==> config.mk <==
export PLATFORM = sky130hd
export DESIGN_NAME = syncmon_top
export DESIGN_NICKNAME = d
export VERILOG_FILES = /design/src/rtl/syncmon_pkg.sv /design/src/rtl/syncmon_datapath.sv /design/src/rtl/syncmon_ctrl.sv /design/src/rtl/syncmon_top.sv
export SDC_FILE = /design/constraint.sdc
export NUM_CORES = 1
export LEC_CHECK = 0
export ABC_AREA = 1
export BUFFER_PORTS_ARGS = -buffer_cell sky130_fd_sc_hd__buf_2
export CELL_PAD_IN_SITES_DETAIL_PLACEMENT = 1
export CELL_PAD_IN_SITES_GLOBAL_PLACEMENT = 1
export CORE_ASPECT_RATIO = 0.75
export CORE_UTILIZATION = 47
export DETAILED_ROUTE_END_ITERATION = 16
export GPL_TIMING_DRIVEN = 0
export HOLD_SLACK_MARGIN = 0.05
export PLACE_DENSITY = 0.78
export SYNTH_ARGS = -nofsm -noshare
export SYNTH_HDL_FRONTEND = slang
export SYNTH_SLANG_ARGS = --single-unit
export TNS_END_PERCENT = 5
==> constraint.sdc <==
create_clock -name clk -period 3.51 [get_ports clk]
set_input_delay 0.5265 -clock clk [delete_from_list [all_inputs] [get_ports clk]]
set_output_delay 0.5265 -clock clk [all_outputs]
set_load 0.1 [all_outputs]
==> src/rtl/syncmon_pkg.sv <==
package syncmon_pkg;
  localparam int NCH  = 2;
  localparam int CH_H = 0;
  localparam int CH_V = 1;

  typedef struct packed {
    logic [NCH-1:0] capture;   // latch period of the channel this cycle
    logic [NCH-1:0] polWrite;  // also latch polarity of the channel
  } syncmon_strobe_t;
endpackage

==> src/rtl/syncmon_datapath.sv <==
module syncmon_datapath
  import syncmon_pkg::*;
#(
  parameter int CNT_W = 21
) (
  input  logic                 clk,
  input  logic                 rstN,
  input  logic [NCH-1:0]       syncIn,
  input  syncmon_strobe_t      strobe,
  output logic [NCH-1:0]       riseOut,
  output logic [CNT_W-1:0]     runCnt [NCH],
  output logic                 lineNegH,
  output logic [CNT_W-1:0]     periodOut [NCH],
  output logic [NCH-1:0]       negOut
);
  localparam logic [CNT_W-1:0] CNT_MAX = '1;

  logic [NCH-1:0] lineNeg;

  for (genvar i = 0; i < NCH; i++) begin : g_ch
    logic             s1, s2, s3, filt, filtD;
    logic [CNT_W-1:0] cnt, hiCnt, periodNext, periodReg;
    logic             negReg;

    // synchronizer plus de-glitch: a level must be seen on two samples
    always_ff @(posedge clk or negedge rstN) begin
      if (!rstN) begin
        s1 <= 1'b0; s2 <= 1'b0; s3 <= 1'b0;
        filt <= 1'b0; filtD <= 1'b0;
      end else begin
        s1 <= syncIn[i];
        s2 <= s1;
        s3 <= s2;
        if (s2 == s3) filt <= s2;
        filtD <= filt;
      end
    end

    assign riseOut[i] = filt & ~filtD;

    // running period and high-time counters, both saturating
    always_ff @(posedge clk or negedge rstN) begin
      if (!rstN) begin
        cnt   <= '0;
        hiCnt <= '0;
      end else if (riseOut[i]) begin
        cnt   <= '0;
        hiCnt <= {{(CNT_W-1){1'b0}}, 1'b1};
      end else begin
        if (cnt != CNT_MAX) cnt <= cnt + 1'b1;
        if (filt && hiCnt != CNT_MAX) hiCnt <= hiCnt + 1'b1;
      end
    end

    assign periodNext = (cnt == CNT_MAX) ? CNT_MAX : cnt + 1'b1;
    assign lineNeg[i] = {hiCnt, 1'b0} > {1'b0, periodNext};

    always_ff @(posedge clk or negedge rstN) begin
      if (!rstN) begin
        periodReg <= '0;
        negReg    <= 1'b0;
      end else if (strobe.capture[i]) begin
        periodReg <= periodNext;
        if (strobe.polWrite[i]) negReg <= lineNeg[i];
      end
    end

    assign runCnt[i]    = cnt;
    assign periodOut[i] = periodReg;
    assign negOut[i]    = negReg;
  end

  assign lineNegH = lineNeg[CH_H];
endmodule

==> src/rtl/syncmon_ctrl.sv <==
module syncmon_ctrl
  import syncmon_pkg::*;
#(
  parameter int CNT_W      = 21,
  parameter int H_SET_CLKS = 1431,
  parameter int H_CLR_CLKS = 1431818,
  parameter int V_SET_CLKS = 357954,
  parameter int V_CLR_CLKS = 1431818,
  parameter int MAX_WIDE_LINES  = 16,
  parameter int CV_FRAMES       = 3,
  parameter int CV_TIMEOUT_CLKS = 1431818
) (
  input  logic             clk,
  input  logic             rstN,
  input  logic [NCH-1:0]   riseIn,
  input  logic [CNT_W-1:0] runCnt [NCH],
  input  logic             lineNegH,
  input  logic [CNT_W-1:0] periodIn [NCH],
  input  logic             negH,
  output syncmon_strobe_t  strobe,
  output logic [NCH-1:0]   presentOut,
  output logic             compVsync
);
  localparam int WR_W  = $clog2(MAX_WIDE_LINES + 1);
  localparam int FR_W  = $clog2(CV_FRAMES + 1);
  localparam int TMR_W = $clog2(CV_TIMEOUT_CLKS + 1);
  localparam logic [WR_W-1:0]  WIDE_LAST = WR_W'(MAX_WIDE_LINES - 1);
  localparam logic [FR_W-1:0]  FR_LAST   = FR_W'(CV_FRAMES - 1);
  localparam logic [TMR_W-1:0] TMR_LIM   = TMR_W'(CV_TIMEOUT_CLKS);

  logic [NCH-1:0] armed, capD;
  logic           polWriteH;

  always_comb begin
    strobe.capture  = riseIn & armed;
    strobe.polWrite = {1'b1, polWriteH};
  end

  // presence with hysteresis, one instance per channel
  for (genvar i = 0; i < NCH; i++) begin : g_pres
    localparam logic [CNT_W-1:0] SET_L = CNT_W'((i == CH_H) ? H_SET_CLKS : V_SET_CLKS);
    localparam logic [CNT_W-1:0] CLR_L = CNT_W'((i == CH_H) ? H_CLR_CLKS : V_CLR_CLKS);

    always_ff @(posedge clk or negedge rstN) begin
      if (!rstN) begin
        armed[i]      <= 1'b0;
        capD[i]       <= 1'b0;
        presentOut[i] <= 1'b0;
      end else begin
        if (riseIn[i]) armed[i] <= 1'b1;
        capD[i] <= strobe.capture[i];
        if (capD[i] && periodIn[i] <= SET_L) presentOut[i] <= 1'b1;
        else if (runCnt[i] >= CLR_L)         presentOut[i] <= 1'b0;
      end
    end
  end

  // composite vertical interval tracking on the horizontal channel
  logic             hPolValid, wideLine, intervalEnd;
  logic [WR_W-1:0]  wideRun;
  logic [FR_W-1:0]  frameCnt;
  logic [TMR_W-1:0] idleTmr;

  assign wideLine    = hPolValid && (lineNegH != negH);
  assign polWriteH   = !hPolValid || !wideLine || (wideRun == WIDE_LAST);
  assign intervalEnd = strobe.capture[CH_H] && !wideLine && (wideRun != '0);

  always_ff @(posedge clk or negedge rstN) begin
    if (!rstN) begin
      hPolValid <= 1'b0;
      wideRun   <= '0;
    end else if (strobe.capture[CH_H]) begin
      hPolValid <= 1'b1;
      if (wideLine && wideRun != WIDE_LAST) wideRun <= wideRun + 1'b1;
      else                                  wideRun <= '0;
    end
  end

  always_ff @(posedge clk or negedge rstN) begin
    if (!rstN) begin
      frameCnt  <= '0;
      idleTmr   <= '0;
      compVsync <= 1'b0;
    end else if (!presentOut[CH_H]) begin
      frameCnt  <= '0;
      idleTmr   <= '0;
      compVsync <= 1'b0;
    end else if (intervalEnd) begin
      idleTmr <= '0;
      if (frameCnt != FR_LAST + 1'b1) frameCnt <= frameCnt + 1'b1;
      if (frameCnt >= FR_LAST) compVsync <= 1'b1;
    end else if (idleTmr >= TMR_LIM) begin
      frameCnt  <= '0;
      compVsync <= 1'b0;
    end else begin
      idleTmr <= idleTmr + 1'b1;
    end
  end
endmodule

==> src/rtl/syncmon_top.sv <==
module syncmon_top
  import syncmon_pkg::*;
#(
  parameter int CNT_W      = 21,
  parameter int H_SET_CLKS = 1431,
  parameter int H_CLR_CLKS = 1431818,
  parameter int V_SET_CLKS = 357954,
  parameter int V_CLR_CLKS = 1431818,
  parameter int MAX_WIDE_LINES  = 16,
  parameter int CV_FRAMES       = 3,
  parameter int CV_TIMEOUT_CLKS = 1431818
) (
  input  logic             clk,
  input  logic             rstN,
  input  logic             hsyncIn,
  input  logic             vsyncIn,
  output logic [CNT_W-1:0] hPeriod,
  output logic [CNT_W-1:0] vPeriod,
  output logic             hPresent,
  output logic             vPresent,
  output logic             hNegative,
  output logic             vNegative,
  output logic             compVsyncPresent
);
  syncmon_strobe_t  strobe;
  logic [NCH-1:0]   rise, negVec, presVec;
  logic [CNT_W-1:0] runCnt [NCH];
  logic [CNT_W-1:0] periodVec [NCH];
  logic             lineNegH;

  syncmon_datapath #(.CNT_W(CNT_W)) dp_i (
    .clk(clk), .rstN(rstN), .syncIn({vsyncIn, hsyncIn}), .strobe(strobe),
    .riseOut(rise), .runCnt(runCnt), .lineNegH(lineNegH),
    .periodOut(periodVec), .negOut(negVec)
  );

  syncmon_ctrl #(
    .CNT_W(CNT_W), .H_SET_CLKS(H_SET_CLKS), .H_CLR_CLKS(H_CLR_CLKS),
    .V_SET_CLKS(V_SET_CLKS), .V_CLR_CLKS(V_CLR_CLKS),
    .MAX_WIDE_LINES(MAX_WIDE_LINES), .CV_FRAMES(CV_FRAMES),
    .CV_TIMEOUT_CLKS(CV_TIMEOUT_CLKS)
  ) ctrl_i (
    .clk(clk), .rstN(rstN), .riseIn(rise), .runCnt(runCnt), .lineNegH(lineNegH),
    .periodIn(periodVec), .negH(negVec[CH_H]), .strobe(strobe),
    .presentOut(presVec), .compVsync(compVsyncPresent)
  );

  assign hPeriod   = periodVec[CH_H];
  assign vPeriod   = periodVec[CH_V];
  assign hPresent  = presVec[CH_H];
  assign vPresent  = presVec[CH_V];
  assign hNegative = negVec[CH_H];
  assign vNegative = negVec[CH_V];
endmodule

# Word-level counts from Yosys, hierarchy flattened
# Index checks and enable logic that the tools add are counted.
[totals] ff_bits=174 latchBits=0 mem_bits_rw=0 rom_bits=0 inputBits=4 out_inout_bits=47 elab_cells=113 memories=0
[op_classes] addsub=7 multipliers=0 div_mod_pow=0 magnitude_cmp=8 n_eq_ne=16 n_shift=0 muxes=26 bitwise=5 reduce_logical=22
[op_table] operator="21-bit two-way mux" n=13
[op_table] operator="21-bit by 1-bit adder with 21-bit output (second input constant)" n=5
[op_table] operator="21-bit != test (second input constant)" n=4
[op_table] operator="21-bit >= comparator (second input constant)" n=3
[op_table] operator="22-bit by 21-bit > comparator with 1-bit output" n=2
[op_table] operator="21-bit equality test (second input constant)" n=2
[op_table] operator="21-bit by 11-bit less-or-equal comparator with 1-bit output (second input constant)" n=1
[op_table] operator="21-bit by 19-bit less-or-equal comparator with 1-bit output (second input constant)" n=1
[op_table] operator="3-bit != test (second input constant)" n=4
[op_table] operator="2-bit nonzero test" n=6
[op_table] operator="1-bit logical AND" n=8
[op_table] operator="1-bit two-way mux" n=8
[op_table] operator="2-bit two-way mux" n=4
[op_table] operator="2-bit AND reduction" n=3
[op_table] operator="5-bit by 1-bit adder with 5-bit output (second input constant)" n=1
[op_table] operator="5-bit by 4-bit equality test with 1-bit output (second input constant)" n=1
[op_table] operator="5-bit two-way mux" n=1
[op_table] operator="5-bit by 4-bit != test with 1-bit output (second input constant)" n=1
[op_table] operator="5-bit nonzero test" n=1
[op_table] operator="2-bit by 1-bit adder with 2-bit output (second input constant)" n=1
[op_table] operator="1-bit bitwise AND" n=2
[op_table] operator="2-bit bitwise AND" n=1
[op_table] operator="1-bit equality test" n=2
[op_table] operator="2-bit >= comparator (second input constant)" n=1
[op_table] operator="other kinds (5)" n=8

# Depth between registers and ports, before layout
# Gate-level depths: netlist (run 1).
[logic_depth] ltp_word=10 mapped_depth=28

# By module
# A second synthesis (run 1) with hierarchy kept.
[unflattened] cells_unflattened=1445 hier_area_um2=10747.8
[modules_own_cells] module="syncmon_datapath" instances=1 cells_each=1045 area_per_inst_um2=8030.2
[modules_own_cells] module="syncmon_ctrl" instances=1 cells_each=400 area_per_inst_um2=2717.6

# Worst setup path before layout (run 1)
# OpenSTA, ideal clock, no wires.
[synth_path] path_kind="reg2reg" startpoint="register dp_i.g_ch[0].cnt[0]" endpoint="register ctrl_i.idleTmr[15]" setup_time_ps=123 arrival_ps=3051 t_required_ps=3387 slack_ps=336 stages_incl_launch_ff=22 path_buffers=1 period_less_slack_ps=3174 path_cell_list="dfrtp_1 > inv_1 > nor3_2 > nand2_1 > nor2_1 > inv_1 > nor4_2 > nand2_1 > o21a_1 > ha_1 > nand2_1 > nor3_1 > nand3_1 > nor2_1 > nor2_1 > nand2_1 > nand3_1 > nand3_4 > nand2_4 > nand2_4 > buf_6 > nor2_4"
[synth_between] elab_chain_len=10
[synth_rtl] element="start, declared" line_no="syncmon_datapath.sv:22" source="logic [CNT_W-1:0] cnt, hiCnt, periodNext, periodReg;"
[synth_rtl] element="start signal, assigned" line_no="syncmon_datapath.sv:50" source="if (cnt != CNT_MAX) cnt <= cnt + 1'b1;"
[synth_rtl] element="21-bit by 1-bit adder with 21-bit output or 21-bit equality test (tied branches)" line_no="syncmon_datapath.sv:55" source="assign periodNext = (cnt == CNT_MAX) ? CNT_MAX : cnt + 1'b1;"
[synth_rtl] element="21-bit two-way mux (*)" line_no="syncmon_datapath.sv:55"
[synth_rtl] element="22-bit by 21-bit > comparator with 1-bit output (*)" line_no="syncmon_datapath.sv:56" source="assign lineNeg[i] = {hiCnt, 1'b0} > {1'b0, periodNext};"
[synth_rtl] element="1-bit != test (*)" line_no="syncmon_ctrl.sv:64" source="assign wideLine = hPolValid && (lineNegH != negH);"
[synth_rtl] element="1-bit logical AND (*)" line_no="syncmon_ctrl.sv:64"
[synth_rtl] element="1-bit zero test (*)" line_no="syncmon_ctrl.sv:66" source="assign intervalEnd = strobe.capture[CH_H] && !wideLine && (wideRun != '0);"
[synth_rtl] element="1-bit logical AND (*) (2 in series)" line_no="syncmon_ctrl.sv:66"
[synth_rtl] element="21-bit two-way mux" line_no="syncmon_ctrl.sv:88" source="end else if (intervalEnd) begin"
[synth_rtl] element="21-bit two-way mux" line_no="syncmon_ctrl.sv:84" source="end else if (!presentOut[CH_H]) begin"
[synth_rtl] element="end signal, assigned" line_no="syncmon_ctrl.sv:96" source="idleTmr <= idleTmr + 1'b1;"
[synth_rtl] element="end, declared" line_no="syncmon_ctrl.sv:62" source="logic [TMR_W-1:0] idleTmr;"
# Every way passes the cells marked *; elsewhere a longest branch is shown, timed or not.
# A chain may end at the register's enable or synchronous reset.

# Final worst setup path (run 1)
[layout_path] startpoint="register dp_i.g_ch[0].cnt[1]" endpoint="register ctrl_i.idleTmr[9]"
# The elaborated chain is that of the path after synthesis.

==> impl_metrics.csv, run 1 <==
group,metric,value,unit
pwr,p_leak,5.61,nW
detailed_routing,drc,0,
detailed_routing,drtIter0Drc,651,
worst_setup_path,critical_path.max_fanout,10,
grt,grt_overflow,0,
pwr,p_total,6.35,mW
clock_tree,clk_latency,450,ps
placement,numPortBuffers,50,
final_layout,drive_above_1_share,16.2,%
worst_setup_path,path_class,"register to register",
pwr,sw_frac_of_total,41.1,%
floorplanning,dieHeight,129,µm
pwr,power_density,534,nW/µm²
detailed_routing,vias,9364,
detailed_routing,top_layer,"met4",
sta,finalHoldViolations,0,
sta,fin_skew,13.2,ps
yosys,synth_nets,1322,
pwr,irDropWorstVdd,529,µV
sta,totalNegativeSetupSlack,-1160,ps
pwr,power_frac_comb,32.7,%
sta,setup_viol,24,
clock_tree,cts_tree,"built",
sta,rsz0062_at_grt,"true",
floorplanning,initial_core_util,48.8,%
worst_setup_path,cp.required,3840,ps
detailed_routing,finalWirelength,32200,µm
sta,fmax,0.279,GHz
final_layout,final_util,57.9,%
clock_tree,path_clk_slew,70,ps
detailed_routing,viasPerCell,5.63,
status,status,"complete, but fails checks",
worst_setup_path,r2r_start,"dp_i.g_ch[0].cnt[1]",
final_layout,final_nets,1425,
grt,antenna_found_initial,0,
clock_tree,cts_made_buffers,17,
sta,post-route-period-util,102,%
worst_setup_path,cp_num_cells,25,
final_layout,layout_commonest_cell,"nand2_1",
clock_tree,clockBufferDepth,2,
sta,slew_viol_final,0,
pwr,switchingPower,2.61,mW
worst_setup_path,max_stage_delay,460,ps
worst_setup_path,crit_path_top_delay_cell,"dfrtp_2",
placement,dp_cells,1598,
clock_tree,cts.sink_count,174,
clock_tree,htreeDepth,4,
floorplanning,design.die.area,21900,µm²
yosys,yosys.cell_types.count,45,
detailed_routing,ant_nets,0,
floorplanning,num_rows,45,
clock_tree,cts-root-buf,"clkbuf_16",
yosys,seq_area_frac_synth,43.4,%
yosys,syn_area,10000,µm²
run,cap_violations,0,
placement,pre_cts_ws,-700,ps
worst_setup_path,setup.worst_path.end,"ctrl_i.idleTmr[9]",
final_layout,diodes,0,
yosys,synth-seq-cells,174,
floorplanning,die_width,171,µm
worst_setup_path,r2r_cells,25,
placement,dp_hpwl,22700,µm
status,violations,"setup timing",
worst_setup_path,startpoint_type,"register",
floorplanning,io_pins,51,
grt,grt_usage,30.4,%
detailed_routing,wl_met2,14100,µm
detailed_routing,met3WireLength,1590,µm
grt,grt_max_degree,104,
final_layout,syn2layout_area_growth,18.6,%
detailed_routing,wl_met1,16100,µm
pwr,clock_power_share,29.3,%
worst_setup_path,r2r-end,"ctrl_i.idleTmr[9]",
sta,slew_headroom,38.7,%
final_layout,fin_area,11900,µm²
yosys,synth_cells,1265,
placement,dpl-instance-area,10700,µm²
worst_setup_path,r2r_setup_slack,-70,ps
sta,post-route-min-period,3580,ps
final_layout,fin_cells,1663,
sta,hold_ws,50.2,ps
yosys,avgSynthCellArea,7.93,µm²
worst_setup_path,end_kind,"register",
floorplanning,core_area,20600,µm²
detailed_routing,firstDrtPassIters,4,
pwr,seqPwrFrac,38.0,%
pwr,p_int,3.74,mW
grt,grt_pass1_wl,51100,µm
yosys,yosys_warnings,0,
worst_setup_path,startpoint,"dp_i.g_ch[0].cnt[1]",
sta,worst_slack,-74.8,ps
worst_setup_path,critPathBufInv,3,
worst_setup_path,crit_family,"simple AND/OR/NAND/NOR gates",
detailed_routing,wire_per_inst,19.4,µm
placement,gp_congestion,0.863,
final_layout,fill_cells,2497,
final_layout,final_cell_mix,"nand2_1 (232), dfrtp_1 (166), nor2_1 (157)",
worst_setup_path,arrival,3920,ps
grt,grt_pass1_vias,9443,
sta,worst_pin_slew,910,ps
worst_hold_path,min-delay-path-class,"input port to asynchronous set/reset pin",
## layout make-up
| cell class | instances | area (µm²) | area share [%] |
|---|---|---|---|
| sequential | 174 | 4360 | 36.7 |
| clock inverter | 14 | 128 | 1.07 |
| inverter | 156 | 601 | 5.05 |
| tap | 282 | 353 | 2.97 |
| clock buffer | 18 | 429 | 3.61 |
| timing repair buffer | 85 | 559 | 4.70 |
| buffer | 24 | 133 | 1.11 |
| multi-input combinational | 910 | 5330 | 44.8 |
## what timing repair did
| item | in CTS | in global routing |
|---|---|---|
| pin swaps | 26 | 41 |
| setup buffers | 23 | 11 |
| resized for setup | 46 | 51 |
| gates cloned | 0 | 0 |
| hold buffers | 0 | 0 |
| setup endpoints to repair | 31 | 31 |
## layer usage
layer	vias to the layer above	track usage [%]
li1	4371	-
met1	4738	46.3
met2	228	45.3
met3	27	4.64
met4	0	6.73
met5	-	0
## worst register-to-register path, stage by stage (launching register included)
cell and delay [ps]:
dfrtp_2 460, ha_4 190, nand2_4 90, nor2_4 50, nand2_2 90, nor2_4 50
nand2_4 120, clkinv_4 80, clkbuf_16 170, nor2_1 400, ha_1 350, nand2_1 90
a21oi_2 60, nor2_1 130, nand2_1 70, nand2_1 70, nand2_1 60, nor2_2 140
nand2_2 90, nand2_2 90, nand2_2 60, nand3_4 100, nand2_4 90, nand2_8 130
buf_12 170, nor2_2 50
## registers in the layout (all words and copies together), names as in the netlist, 5 cells and up
signal / flops
ctrl_i.wideRun: 5
dp_i.g_ch.hiCnt: 42
dp_i.g_ch.periodReg: 42
ctrl_i.idleTmr: 21
dp_i.g_ch.cnt: 42
## logic make-up (layout without fill, tap and decap cells)
logic type	Yosys count	count (layout)	synth area share (%)
buffers and inverters	181	297	6.96
XOR/XNOR	67	67	5.85
AND/OR/NAND/NOR	640	640	29.0
adder cells (fa/ha/maj)	55	55	6.81
flip-flops	174	174	43.4
AO/OA/AOI/OAI	148	148	7.95
## power groups by stage
stage / clock network (mW) / logic (mW) / registers (mW)
2_1_floorplan: 0 / 0.885 / 2.79
3_3_place_gp: 0 / 1.69 / 2.43
3_5_place_dp: 0 / 1.75 / 2.44
4_1_cts: 1.88 / 1.95 / 2.41
5_1_grt: 1.95 / 2.25 / 2.44
6_report: 1.86 / 2.07 / 2.41
## cell usage after synthesis (all sizes together)
cell type  number  area (µm²)
buf             6        36.3
a211o           1        8.76
inv           154         578
o21ai          91         455
xnor2          11        96.3
nor3b           3        22.5
and3            2        12.5
clkinv          2        12.5
o21bai          1        7.51
nor3           47         245
dfrtp         174        4350
maj3            2        20.0
ha             53         663
nor2          188         778
nand3          72         378
nand4          45         282
nand2         252         978
xor2           56         490
nand3b          3        22.5
clkbuf         19        71.3
nor4b           1        8.76
o31ai           8        60.1
o211ai          1        7.51
or2             5        31.3
a31oi           6        37.5
o21a            1        7.51
a21o            1        7.51
a2111oi         1        8.76
a21oi          33         165
nor4           22         150
a221oi          1        8.76
a211oi          3        22.5
## worst min-delay path by stage
stage,start,to,slack [ps],cells after the start
final,rstN,dp_i.g_ch[1].periodReg[1],50,1
after CTS,rstN,dp_i.g_ch[1].periodReg[1],60,1
after detailed placement,dp_i.g_ch[1].s1,dp_i.g_ch[1].s2,340,0
after global routing,rstN,dp_i.g_ch[1].periodReg[1],100,1
after floorplan,rstN,ctrl_i.armed[0],230,0
after global placement,dp_i.g_ch[0].s1,dp_i.g_ch[0].s2,330,0
Note: power is estimated with default switching activity, not from simulation.
==> run 2, diff against run 1 <==
--- a/config.mk
+++ b/config.mk
@@ -11,10 +11,12 @@
 export CELL_PAD_IN_SITES_GLOBAL_PLACEMENT = 1
 export CORE_ASPECT_RATIO = 0.75
 export CORE_UTILIZATION = 47
+export CTS_BUF_LIST = sky130_fd_sc_hd__clkbuf_4 sky130_fd_sc_hd__clkbuf_8 sky130_fd_sc_hd__clkbuf_16
 export DETAILED_ROUTE_END_ITERATION = 16
 export GPL_TIMING_DRIVEN = 0
 export HOLD_SLACK_MARGIN = 0.05
 export PLACE_DENSITY = 0.78
+export SETUP_SLACK_MARGIN = 0.02
 export SYNTH_ARGS = -nofsm -noshare
 export SYNTH_HDL_FRONTEND = slang
 export SYNTH_SLANG_ARGS = --single-unit
==> run 2 against run 1 <==
- the flow still finishes with violations (setup timing)
- sequential power about the same
- clock-buffer cell count unchanged
- wire length increased by 0.90%
- largest cell class unchanged
- highest routed layer unchanged
==> impl_metrics.csv, run 2 (synthesized netlist as in run 1, its figures left out) <==
group,metric,value,unit
worst_setup_path,path_class,"register to register",
final_layout,diodes,0,
worst_setup_path,crit_family,"simple AND/OR/NAND/NOR gates",
placement,numPortBuffers,50,
final_layout,fin_area,11900,µm²
sta,post-route-period-util,100,%
clock_tree,htreeDepth,4,
clock_tree,cts.sink_count,174,
status,violations,"setup timing",
grt,grt_usage,30.5,%
clock_tree,path_clk_slew,70,ps
clock_tree,cts-root-buf,"clkbuf_16",
placement,dpl-instance-area,10700,µm²
sta,worst_slack,-7.25,ps
sta,fin_skew,11.9,ps
sta,setup_viol,4,
pwr,p_total,6.38,mW
sta,fmax,0.284,GHz
status,status,"complete, but fails checks",
grt,antenna_found_initial,0,
placement,dp_cells,1598,
sta,rsz0062_at_grt,"true",
worst_setup_path,crit_path_top_delay_cell,"dfrtp_1",
clock_tree,clockBufferDepth,2,
worst_setup_path,critical_path.max_fanout,10,
final_layout,ff_latch_area,4360,µm²
floorplanning,io_pins,51,
pwr,p_int,3.74,mW
sta,post-route-min-period,3520,ps
clock_tree,cts_tree,"built",
final_layout,fill_cells,2498,
worst_setup_path,startpoint_type,"register",
pwr,power_density,536,nW/µm²
final_layout,syn2layout_area_growth,18.8,%
detailed_routing,viasPerCell,5.62,
final_layout,fin_cells,1663,
final_layout,final_nets,1425,
pwr,p_leak,5.65,nW
floorplanning,die_width,171,µm
worst_setup_path,critPathBufInv,6,
worst_setup_path,arrival,3850,ps
placement,gp_congestion,0.863,
run,cap_violations,0,
worst_setup_path,end_kind,"register",
detailed_routing,drc,0,
final_layout,layout_commonest_cell,"nand2_1",
grt,grt_pass1_vias,9428,
placement,pre_cts_ws,-700,ps
worst_setup_path,max_stage_delay,420,ps
floorplanning,dieHeight,129,µm
grt,grt_max_degree,104,
pwr,irDropWorstVdd,614,µV
final_layout,multi_input_area,5370,µm²
final_layout,drive_above_1_share,16.6,%
sta,worst_pin_slew,827,ps
floorplanning,initial_core_util,48.8,%
detailed_routing,vias,9341,
final_layout,final_cell_mix,"nand2_1 (232), dfrtp_1 (170), nor2_1 (153)",
pwr,sw_frac_of_total,41.4,%
clock_tree,cts_made_buffers,17,
grt,grt_pass1_wl,51300,µm
sta,finalHoldViolations,0,
floorplanning,design.die.area,21900,µm²
pwr,seqPwrFrac,37.7,%
sta,slew_viol_final,0,
floorplanning,core_area,20600,µm²
detailed_routing,ant_nets,0,
detailed_routing,finalWirelength,32500,µm
detailed_routing,firstDrtPassIters,5,
grt,grt_overflow,0,
clock_tree,clk_latency,450,ps
worst_setup_path,cp.required,3840,ps
detailed_routing,wire_per_inst,19.6,µm
pwr,switchingPower,2.64,mW
worst_hold_path,min-delay-path-class,"input port to asynchronous set/reset pin",
detailed_routing,drtIter0Drc,646,
sta,slew_headroom,44.3,%
sta,hold_ws,49.7,ps
placement,dp_hpwl,22700,µm
final_layout,reg.largest.list,"dp_i.g_ch.cnt: 42 flops, dp_i.g_ch.hiCnt: 42 flops, dp_i.g_ch.periodReg: 42 flops",
pwr,power_frac_comb,33.0,%
pwr,clock_power_share,29.3,%
floorplanning,num_rows,45,
-- run 2: changes by cell type in the layout (fill, tap and decap cells not counted), sizes merged --
cell / delta
clkinv: -1
inv: +1
-- run 2: per-layer routing --
metal  vias up  part of all wire, %  GRT usage [%]
met1      4716                   50           46.5
met3        32                  4.8           4.49
met4         0                  1.3           6.62
met2       223                   44           45.5
li1       4370                    -              -
met5         -                    0              0
-- run 2: path summary, 6_finish.rpt --
check / endpoint / startpoint / depth (start not counted) / slack, ps
max: ctrl_i.idleTmr[18] / dp_i.g_ch[0].cnt[0] / 27 / -7
min: dp_i.g_ch[1].periodReg[1] / rstN / 1 / 50
max reg2reg: ctrl_i.idleTmr[18] / dp_i.g_ch[0].cnt[0] / 27 / -7
min reg2reg: dp_i.g_ch[0].s2 / dp_i.g_ch[0].s1 / 0 / 360
max in group asynchronous: dp_i.g_ch[1].hiCnt[2] / rstN / 2 / 2490
min in group clk: dp_i.g_ch[1].s1 / vsyncIn / 1 / 190
-- run 2: metrics by stage --
step	utilization [%]	TNS, ps
floorplan	-	0
global placement	51.7	-180450
detailed placement	51.9	-19330
CTS	56.2	-38.9
global route	58.0	-4980
finish	58.0	-15.5
-- run 2: area by class of cell --
cell class / instances / area share, %
flip-flops and latches: 174 / 36.6
inverters: 156 / 5.00
plain buffers: 25 / 1.13
well taps: 282 / 2.96
repair buffers: 84 / 4.59
clock inverters: 14 / 1.07
clock buffers: 18 / 3.63
multi-input cells: 910 / 45.0
-- run 2: repair_timing --
| action | in CTS | in global routing |
|---|---|---|
| pin swaps | 22 | 33 |
| buffers inserted | 19 | 14 |
| gates resized for setup | 46 | 55 |
| hold buffers | 0 | 0 |
| setup endpoints to repair | 31 | 31 |
-- run 2: power by group through the flow --
| stage | combinational (mW) | clock (mW) | sequential (mW) |
|---|---|---|---|
| after global routing | 2.29 | 1.96 | 2.43 |
| after detailed placement | 1.75 | 0 | 2.44 |
| after floorplan | 0.885 | 0 | 2.79 |
| final | 2.11 | 1.87 | 2.41 |
| after CTS | 1.89 | 1.89 | 2.41 |
| after global placement | 1.69 | 0 | 2.43 |
==> run 3, diff against run 2 <==
--- a/config.mk
+++ b/config.mk
@@ -17,6 +17,7 @@
 export HOLD_SLACK_MARGIN = 0.05
 export PLACE_DENSITY = 0.78
 export SETUP_SLACK_MARGIN = 0.02
+export SKIP_CTS_REPAIR_TIMING = 1
 export SYNTH_ARGS = -nofsm -noshare
 export SYNTH_HDL_FRONTEND = slang
 export SYNTH_SLANG_ARGS = --single-unit
==> run 3 against run 2 <==
- the flow still finishes with violations (setup timing)
- global-route usage decreased by 1.2 points
- critical path depth decreased by 4
- wire length decreased by 3.5%
- clock-buffer cell count unchanged
- worst setup slack got worse by 260 ps
- critical endpoint is now ctrl_i.idleTmr[14]
- largest power group unchanged
==> impl_metrics.csv, run 3 (synthesized netlist as in run 1, its figures left out) <==
group,metric,value,unit
status,status,"complete, but fails checks",
status,violations,"setup timing",
pwr,irDropWorstVdd,529,µV
pwr,p_leak,5.47,nW
detailed_routing,wire_per_inst,19.0,µm
sta,setup_viol,30,
floorplanning,io_pins,51,
sta,finalHoldViolations,0,
sta,hold_ws,50.9,ps
placement,dp_hpwl,22700,µm
detailed_routing,ant_nets,0,
clock_tree,htreeDepth,4,
final_layout,final_cell_mix,"nand2_1 (238), dfrtp_1 (171), nor2_1 (164)",
run,cap_violations,0,
detailed_routing,finalWirelength,31400,µm
clock_tree,cts-root-buf,"clkbuf_16",
sta,post-route-min-period,3770,ps
detailed_routing,drtIter0Drc,610,
floorplanning,dieHeight,129,µm
pwr,power_density,536,nW/µm²
sta,fin_skew,13.0,ps
worst_setup_path,crit_top_cell,"nand2_1",
sta,slew_viol_final,0,
grt,antenna_found_initial,0,
clock_tree,cts.sink_count,174,
floorplanning,die_width,171,µm
final_layout,reg.largest.list,"dp_i.g_ch.cnt: 42 flops, dp_i.g_ch.hiCnt: 42 flops, dp_i.g_ch.periodReg: 42 flops",
clock_tree,clk_latency,450,ps
worst_setup_path,arrival,4150,ps
clock_tree,cts_made_buffers,17,
placement,pre_cts_ws,-700,ps
sta,rsz0062_at_grt,"true",
worst_setup_path,r2r_cells,23,
final_layout,syn2layout_area_growth,15.5,%
final_layout,fill_cells,2525,
placement,gp_congestion,0.863,
floorplanning,initial_core_util,48.8,%
clock_tree,clockBufferDepth,2,
floorplanning,core_area,20600,µm²
sta,worst_pin_slew,823,ps
grt,grt_pass1_wl,49400,µm
detailed_routing,firstDrtPassIters,5,
sta,post-route-period-util,107,%
final_layout,diodes,0,
sta,slew_headroom,44.7,%
floorplanning,num_rows,45,
clock_tree,path_clk_slew,70,ps
grt,grt_overflow,0,
worst_setup_path,end_kind,"register",
grt,grt_usage,29.3,%
final_layout,drive_above_1_share,13.5,%
worst_setup_path,max_stage_delay,440,ps
worst_setup_path,startpoint_type,"register",
worst_setup_path,path_class,"register to register",
worst_setup_path,crit_family,"simple AND/OR/NAND/NOR gates",
grt,grt_max_degree,104,
worst_setup_path,crit_path_top_delay_cell,"dfrtp_1",
pwr,p_total,6.20,mW
worst_setup_path,cp.required,3890,ps
sta,worst_slack,-263,ps
detailed_routing,drc,0,
final_layout,layout_commonest_cell,"nand2_1",
worst_setup_path,cp_num_cells,23,
worst_setup_path,path_cells,"nand2_2 -> nor3_1 -> nand3_1 -> nor2_1 -> inv_1 -> or2_2 -> nand3_1 -> inv_1 -> ha_1 -> nand2_1 -> nor3_2 -> nand3_2 -> nor2_4 -> nor2_2 -> nand2_2 -> nand2_1 -> nand2_2 -> nand3_4 -> nand2_4 -> nand2_8 -> nor2_4 -> nand2_1 -> nand2_1",
clock_tree,cts_tree,"built",
detailed_routing,viasPerCell,5.62,
detailed_routing,vias,9255,
worst_hold_path,min-delay-path-class,"input port to asynchronous set/reset pin",
worst_setup_path,critPathBufInv,2,
floorplanning,design.die.area,21900,µm²
final_layout,final_nets,1409,
grt,grt_pass1_vias,9120,
worst_setup_path,critical_path.max_fanout,7,
sta,fmax,0.265,GHz
placement,numPortBuffers,50,
## run 3: cell count changes in the layout (fill, tap and decap cells not counted), sizes merged
cell and delta:
clkinvlp +1, clkinv -1, buf -16
## run 3: worst reg2reg max path, delay by kind of cell (launching register included)
kind	cells	cell delay, ps
and+or+nand+nor	20	2770
adders and majority gates	1	320
DFF	1	440
buffers and inverters	2	160
## run 3: worst paths after layout
kind,slack (ps),endpoint,startpoint
worst min register to register,360,dp_i.g_ch[0].s2,dp_i.g_ch[0].s1
worst max register to register,-260,ctrl_i.idleTmr[14],dp_i.g_ch[0].cnt[3]
worst max-delay path,-260,ctrl_i.idleTmr[14],dp_i.g_ch[0].cnt[3]
max in group asynchronous,2480,dp_i.g_ch[0].cnt[0],rstN
worst min-delay path,50,dp_i.g_ch[1].periodReg[1],rstN
min in group clk,190,dp_i.g_ch[1].s1,vsyncIn
## run 3: metrics by stage
step | instances | utilization (%) | cell area, µm² | setup TNS (ps)
floorplan | 1265 | - | 10000 | 0
global route | 1647 | 56.4 | 11600 | -13190
global placement | 1597 | 51.7 | 10600 | -180450
CTS | 1630 | 54.6 | 11200 | -20730
detailed placement | 1598 | 51.9 | 10700 | -19330
finish | 1647 | 56.4 | 11600 | -6150
## run 3: cell type report
| cell class | instances | area [µm²] | share of cell area (%) |
|---|---|---|---|
| buffer | 25 | 130 | 1.12 |
| clock buffer | 18 | 433 | 3.74 |
| clock inverter | 14 | 128 | 1.10 |
| inverter | 156 | 599 | 5.18 |
| multi-input combinational | 910 | 5160 | 44.6 |
| sequential | 174 | 4360 | 37.6 |
| tap | 282 | 353 | 3.05 |
| timing repair buffer | 68 | 415 | 3.59 |
## run 3: report_power, final
group	internal [mW]	leakage [nW]	switching, mW
registers	2.20	2.33	0.224
clock network	0.943	0.265	0.923
logic	0.521	2.87	1.39
## run 3: routing by layer
layer	wire length, µm	part of all wire [%]	vias up	track usage (%)
met4	397	1.3	0	6.04
met2	13500	43	217	42.6
met3	1640	5.2	30	4.37
met5	0	0	-	0
li1	-	-	4339	-
met1	15800	50	4669	45.8
